## src/rtl/cfg_pkg.sv

```systemverilog
package cfg_pkg;
  typedef enum logic [1:0] {
    MAP_MEM    = 2'd0,
    MAP_CONTIG = 2'd1,
    MAP_PRIM   = 2'd2,
    MAP_SEC    = 2'd3
  } map_mode_e;

  localparam int unsigned IDX_FIELD_W = 6;
endpackage

```

## src/rtl/cfg_strap_latch.sv

```systemverilog
module cfg_strap_latch (
  input  logic clk_i,
  input  logic rst_ni,
  input  logic ata_sel_i,
  input  logic drv_sel_ni,
  output logic ide_o,
  output logic slave_o
);
  logic cap_q;
  logic ide_q, slave_q;

  // capture window: set by reset, closed by first clock after release
  always_ff @(posedge clk_i or negedge rst_ni) begin
    if (!rst_ni) cap_q <= 1'b1;
    else         cap_q <= 1'b0;
  end

  always_ff @(posedge clk_i) begin
    if (cap_q) begin
      ide_q   <= ~ata_sel_i;
      slave_q <= drv_sel_ni;
    end
  end

  assign ide_o   = ide_q;
  assign slave_o = slave_q;

  AST_STRAP_HOLD: assert property (@(posedge clk_i) disable iff (!rst_ni)
    !cap_q |=> ($stable(ide_q) && $stable(slave_q)));
endmodule

```

## src/rtl/cfg_addr_dec.sv

```systemverilog
module cfg_addr_dec #(
  parameter int unsigned ADDR_W   = 11,
  parameter int unsigned NUM_REGS = 4,
  parameter logic [ADDR_W-1:0] BASE = 11'h200
) (
  input  logic              clk_i,
  input  logic              rst_ni,
  input  logic              pcata_i,
  input  logic              reg_ni,
  input  logic              oe_ni,
  input  logic              we_ni,
  input  logic [ADDR_W-1:0] addr_i,
  output logic [NUM_REGS-1:0] wr_sel_o,
  output logic [NUM_REGS-1:0] rd_sel_o
);
  localparam int unsigned SEL_W = (NUM_REGS > 1) ? $clog2(NUM_REGS) : 1;
  localparam int unsigned TOP_LSB = SEL_W + 1;

  logic hit;
  logic [SEL_W-1:0] idx;

  assign idx = addr_i[SEL_W:1];
  assign hit = pcata_i && !reg_ni && !addr_i[0]
            && (addr_i[ADDR_W-1:TOP_LSB] == BASE[ADDR_W-1:TOP_LSB]);

  for (genvar g = 0; g < NUM_REGS; g++) begin : g_sel
    assign wr_sel_o[g] = hit && !we_ni && (idx == SEL_W'(g));
    assign rd_sel_o[g] = hit && !oe_ni && (idx == SEL_W'(g));
  end

  AST_WR_ONEHOT: assert property (@(posedge clk_i) disable iff (!rst_ni)
    $onehot0(wr_sel_o));
  AST_COMMON_NO_SEL: assert property (@(posedge clk_i) disable iff (!rst_ni)
    reg_ni |-> (wr_sel_o == '0 && rd_sel_o == '0));
endmodule

```

## src/rtl/cfg_reg_file.sv

```systemverilog
module cfg_reg_file #(
  parameter int unsigned NUM_REGS = 4,
  parameter int unsigned DATA_W   = 8
) (
  input  logic                clk_i,
  input  logic                rst_ni,
  input  logic [NUM_REGS-1:0] wr_sel_i,
  input  logic [NUM_REGS-1:0] rd_sel_i,
  input  logic [DATA_W-1:0]   wdata_i,
  output logic [DATA_W-1:0]   rdata_o,
  output logic [DATA_W-1:0]   opt_o
);
  logic [DATA_W-1:0] regs_q [NUM_REGS];

  for (genvar g = 0; g < NUM_REGS; g++) begin : g_reg
    always_ff @(posedge clk_i or negedge rst_ni) begin
      if (!rst_ni)        regs_q[g] <= '0;
      else if (wr_sel_i[g]) regs_q[g] <= wdata_i;
    end
  end

  always_comb begin
    rdata_o = '0;
    for (int i = 0; i < NUM_REGS; i++)
      if (rd_sel_i[i]) rdata_o = rdata_o | regs_q[i];
  end

  assign opt_o = regs_q[0];

  AST_NO_RD_NO_DATA: assert property (@(posedge clk_i) disable iff (!rst_ni)
    (rd_sel_i == '0) |-> (rdata_o == '0));
  AST_WRITE_TAKES: assert property (@(posedge clk_i) disable iff (!rst_ni)
    wr_sel_i[0] |=> (opt_o == $past(wdata_i)));
endmodule

```

## src/rtl/cfg_mode_sel.sv

```systemverilog
module cfg_mode_sel #(
  parameter int unsigned ADDR_W   = 11,
  parameter int unsigned DATA_W   = 8,
  parameter int unsigned NUM_REGS = 4,
  parameter logic [ADDR_W-1:0] BASE = 11'h200
) (
  input  logic              clk_i,
  input  logic              rst_ni,
  input  logic              ata_sel_i,
  input  logic              drv_sel_ni,
  input  logic              reg_ni,
  input  logic              oe_ni,
  input  logic              we_ni,
  input  logic [ADDR_W-1:0] addr_i,
  input  logic [DATA_W-1:0] wdata_i,
  output logic [DATA_W-1:0] rdata_o,
  output logic              ide_mode_o,
  output logic              slave_o,
  output logic [1:0]        map_mode_o
);
  import cfg_pkg::*;

  localparam int unsigned MODE_CNT = 4;

  logic ide;
  logic [NUM_REGS-1:0] wr_sel, rd_sel;
  logic [DATA_W-1:0] opt;
  map_mode_e map_q;
  logic [IDX_FIELD_W-1:0] new_idx;

  cfg_strap_latch u_strap (
    .clk_i      (clk_i),
    .rst_ni     (rst_ni),
    .ata_sel_i  (ata_sel_i),
    .drv_sel_ni (drv_sel_ni),
    .ide_o      (ide),
    .slave_o    (slave_o)
  );

  cfg_addr_dec #(.ADDR_W(ADDR_W), .NUM_REGS(NUM_REGS), .BASE(BASE)) u_dec (
    .clk_i    (clk_i),
    .rst_ni   (rst_ni),
    .pcata_i  (!ide),
    .reg_ni   (reg_ni),
    .oe_ni    (oe_ni),
    .we_ni    (we_ni),
    .addr_i   (addr_i),
    .wr_sel_o (wr_sel),
    .rd_sel_o (rd_sel)
  );

  cfg_reg_file #(.NUM_REGS(NUM_REGS), .DATA_W(DATA_W)) u_regs (
    .clk_i    (clk_i),
    .rst_ni   (rst_ni),
    .wr_sel_i (wr_sel),
    .rd_sel_i (rd_sel),
    .wdata_i  (wdata_i),
    .rdata_o  (rdata_o),
    .opt_o    (opt)
  );

  assign new_idx = wdata_i[IDX_FIELD_W-1:0];

  // mapping follows the index only for defined entries
  always_ff @(posedge clk_i or negedge rst_ni) begin
    if (!rst_ni) map_q <= MAP_MEM;
    else if (wr_sel[0] && (new_idx < IDX_FIELD_W'(MODE_CNT)))
      map_q <= map_mode_e'(new_idx[1:0]);
  end

  assign ide_mode_o = ide;
  assign map_mode_o = map_q;

  AST_MODE_SET: assert property (@(posedge clk_i) disable iff (!rst_ni)
    (wr_sel[0] && wdata_i[5:2] == 4'd0) |=> (map_mode_o == $past(wdata_i[1:0])));
  AST_MODE_KEEP: assert property (@(posedge clk_i) disable iff (!rst_ni)
    (!wr_sel[0] || wdata_i[5:2] != 4'd0) |=> $stable(map_mode_o));
  AST_IDE_HIDDEN: assert property (@(posedge clk_i) disable iff (!rst_ni)
    ide_mode_o |-> (rdata_o == '0 && map_mode_o == 2'd0));
  AST_OPT_MATCH: assert property (@(posedge clk_i) disable iff (!rst_ni)
    (map_mode_o != 2'd0) |-> (opt[5:0] >= 6'd1 || wr_sel[0] == 1'b0));
endmodule

```

## config.mk

```make
export PLATFORM = sky130hd
export DESIGN_NAME = cfg_mode_sel
export DESIGN_NICKNAME = d
export VERILOG_FILES = /design/src/rtl/cfg_pkg.sv /design/src/rtl/cfg_strap_latch.sv /design/src/rtl/cfg_addr_dec.sv /design/src/rtl/cfg_reg_file.sv /design/src/rtl/cfg_mode_sel.sv
export SDC_FILE = /design/constraint.sdc
export NUM_CORES = 1
export LEC_CHECK = 0
export ABC_AREA = 1
export BUFFER_PORTS_ARGS = -buffer_cell sky130_fd_sc_hd__buf_2
export CORE_MARGIN = 3
export CORE_UTILIZATION = 49
export CTS_CLUSTER_SIZE = 20
export DETAILED_ROUTE_END_ITERATION = 10
export PLACE_DENSITY = 0.75
export SLEW_MARGIN = 25
export SYNTH_ARGS = -nofsm -noshare
export SYNTH_HDL_FRONTEND = slang
export SYNTH_HIERARCHICAL = 1
export SYNTH_SLANG_ARGS = --single-unit
```

## constraint.sdc

```tcl
create_clock -name clk_i -period 1.4 [get_ports clk_i]
set_input_delay 0.07 -clock clk_i [delete_from_list [all_inputs] [get_ports clk_i]]
set_output_delay 0.07 -clock clk_i [all_outputs]
set_load 0.03 [all_outputs]
```

==> results.sh <==
export IMPL_drc_errors=0
export IMPL_cts_root_buf="clkbuf_8"
export IMPL_period_share_pct=138
export IMPL_clock_fmax_ghz=0.518
export IMPL_port_buffers=37
export IMPL_cts_tree="built"
export IMPL_gp_congestion=0.816
export IMPL_min_delay_start="ata_sel_i"
export IMPL_syn_inst=252
export IMPL_worstPathRequired_ns=1.61
export IMPL_multi_input_area_sq_um=822
export IMPL_ys_warnings_count=6
export IMPL_hold_viol=0
export IMPL_ioPinCount=38
export IMPL_dieArea_sq_um=4590
export IMPL_worstSkewPairLatency_ns=0.29
export IMPL_wirelength_um=4510
export IMPL_path_max_fanout=10
export IMPL_grt_start_max_net_pins=36
export IMPL_grtUsageTotal_pct=21.2
export IMPL_p_per_area_nw_per_um2=838
export IMPL_fin_ws_ns=-0.531
export IMPL_drv_slew=0
export IMPL_cts_sinks=37
export IMPL_clockPowerShare_pct=43.7
export IMPL_viasPerCell=4.76
export IMPL_rows=21
export IMPL_holdPathStages=2
export IMPL_cts_buffers=5
export IMPL_period_needed_ns=1.93
export IMPL_core_area_sq_um=3490
export IMPL_nets=335
export IMPL_seq_power_share_pct=50.7
export IMPL_setup_tns_ns=-20.39
export IMPL_drv_cap=0
export IMPL_swShare_pct=20.5
export IMPL_r2r_cells=14
export IMPL_drive_above_1_share_pct=38.4
export IMPL_min_to="u_strap/ide_o"
export IMPL_p_switching_mw=0.441
export IMPL_cts_htree_levels=2
export IMPL_arrival_ns=2.14
export IMPL_p_int_mw=1.71
export IMPL_final_core_util_pct=73.5
export IMPL_pre_cts_ws_ns=-0.219
export IMPL_hp_class="primary input to flip-flop"
export IMPL_crit_path_end_kind="flip-flop"
export IMPL_area_growth_pct=37.3
export IMPL_ir_drop_mv=0.635
export IMPL_register_area_sq_um=937
export IMPL_fill_cells=257
export IMPL_power_mw=2.15
export IMPL_path_clk_slew_ns=0.06
export IMPL_syn_area_per_cell_sq_um=7.42
export IMPL_combPwrFrac_pct=5.6
export IMPL_netlist_area_sq_um=1870
export IMPL_wl_per_cell_um=12.7
export IMPL_start_util_pct=53.5
export IMPL_syn_num_nets=278
export IMPL_r2r_setup_slack_ns=-0.53
export IMPL_num_antenna_cells=0
export IMPL_vias=1694
export IMPL_dpl_hpwl_um=2960
export IMPL_drt_pass1_iterations=4
export IMPL_r2r_start="u_strap/ide_o"
export IMPL_ant_nets=0
export IMPL_clockBufferDepth=2
export IMPL_r2r_end="u_regs/opt_o[7]"
export IMPL_fin_cells=356
export IMPL_critPathLaunchType="flip-flop"
export IMPL_drt_iter0_drc=209
export IMPL_skew_ns=0.00664
export IMPL_placedCellCount=343
export IMPL_antenna_found_initial=0
export IMPL_violations="negative setup slack"
export IMPL_worstSetupPathType="flip-flop to flip-flop"
export IMPL_overflow=0
export IMPL_fp_dieW_um=67.8
export IMPL_p_leak_nw=1.35
export IMPL_grt_pass1_wl_um=6980
export IMPL_rsz0062_at_grt="yes"
export IMPL_status="finished, violations left"
export IMPL_fp_dieH_um=67.8
export IMPL_grt_pass1_vias=1588
export IMPL_setup_violations=42
==> critical path, cell delays in order (launching register included) <==
cell      delay (ns)
edfxtp_1        0.37
inv_1           0.06
inv_1           0.03
nor2_1          0.09
nand2_1         0.09
nor2_4          0.14
buf_4           0.12
buf_4           0.09
buf_4           0.09
buf_4           0.09
nand3_2         0.15
nor2_4          0.26
buf_12          0.17
nand2_1         0.05
o21ai_1         0.06
==> metal layers <==
layer  wire length, um  GRT usage, %
met1              1910          26.2
met2              2340          35.0
met3               195          4.49
met4                68          10.4
met5                 0             0
==> what timing repair did <==
action / in CTS / in global routing
endpoints found under the setup margin: 42 / 42
setup buffers: 3 / 0
hold buffers: 2 / 0
endpoints found under the hold margin: 35 / 0
resized for setup: 21 / 32
pin swaps: 0 / 10
==> cell type report <==
type                       count  share of cell area, %
clock buffer                   7                   3.36
clock inverter                 1                   1.17
inverter                      55                   8.04
multi-input combinational    152                   32.0
sequential                    37                   36.5
tap                           46                   2.24
timing repair buffer          58                   16.7
==> worst max-delay path by stage <==
stage	to	slack [ns]	startpoint	cells past startpoint
2_1_floorplan	u_regs/regs_q[13]	-0.20	u_strap/ide_o	9
3_3_place_gp	rdata_o[7]	-0.16	u_strap/ide_o	13
3_5_place_dp	rdata_o[7]	-0.22	u_strap/ide_o	13
4_1_cts	rdata_o[4]	-0.48	u_strap/ide_o	13
5_1_grt	rdata_o[7]	-0.67	u_strap/ide_o	13
6_report	u_regs/opt_o[7]	-0.53	u_strap/ide_o	14
==> placed cells by master (no fill, tap or decap) <==
cell type / count
inv_1: 46
nand3_2: 2
nor2_4: 3
nor3b_4: 1
dfrtp_1: 34
buf_6: 11
inv_2: 9
nand4_1: 2
clkbuf_8: 6
nor2_2: 9
nand2_1: 72
conb_1: 1
clkbuf_1: 1
o21ai_2: 4
buf_2: 29
o21ai_1: 14
nand3_4: 1
buf_8: 1
dlygate4sd3_1: 2
dfstp_2: 1
o21ai_0: 14
nand2_4: 8
buf_12: 1
nor2_1: 3
nand2_2: 18
buf_4: 14
bufinv_16: 1
edfxtp_1: 2
==> power groups by stage <==
stage	logic, mW	registers (mW)	clock network [mW]
2_1_floorplan	0.0253	1.12	0
3_3_place_gp	0.111	1.11	0
3_5_place_dp	0.112	1.11	0
4_1_cts	0.117	1.09	0.961
5_1_grt	0.134	1.09	0.998
6_report	0.120	1.09	0.941
==> metrics by stage <==
step | hold slack [ns] | instance area [sq um]
3_5_place_dp | 0.130 | 2270
3_3_place_gp | 0.128 | 2270
4_1_cts | 0.0122 | 2480
5_1_grt | 0.0456 | 2570
2_1_floorplan | -0.226 | 1960
6_report | 0.0214 | 2570
==> state kept, by name (all words and copies together), names as in the netlist <==
| signal | flops |
|---|---|
| map_mode_o | 2 |
| u_strap/slave_o | 1 |
| u_regs/regs_q | 24 |
| u_regs/opt_o | 8 |
| u_strap/cap_q | 1 |
| u_strap/ide_o | 1 |
Power figures use the tool's default switching activity.
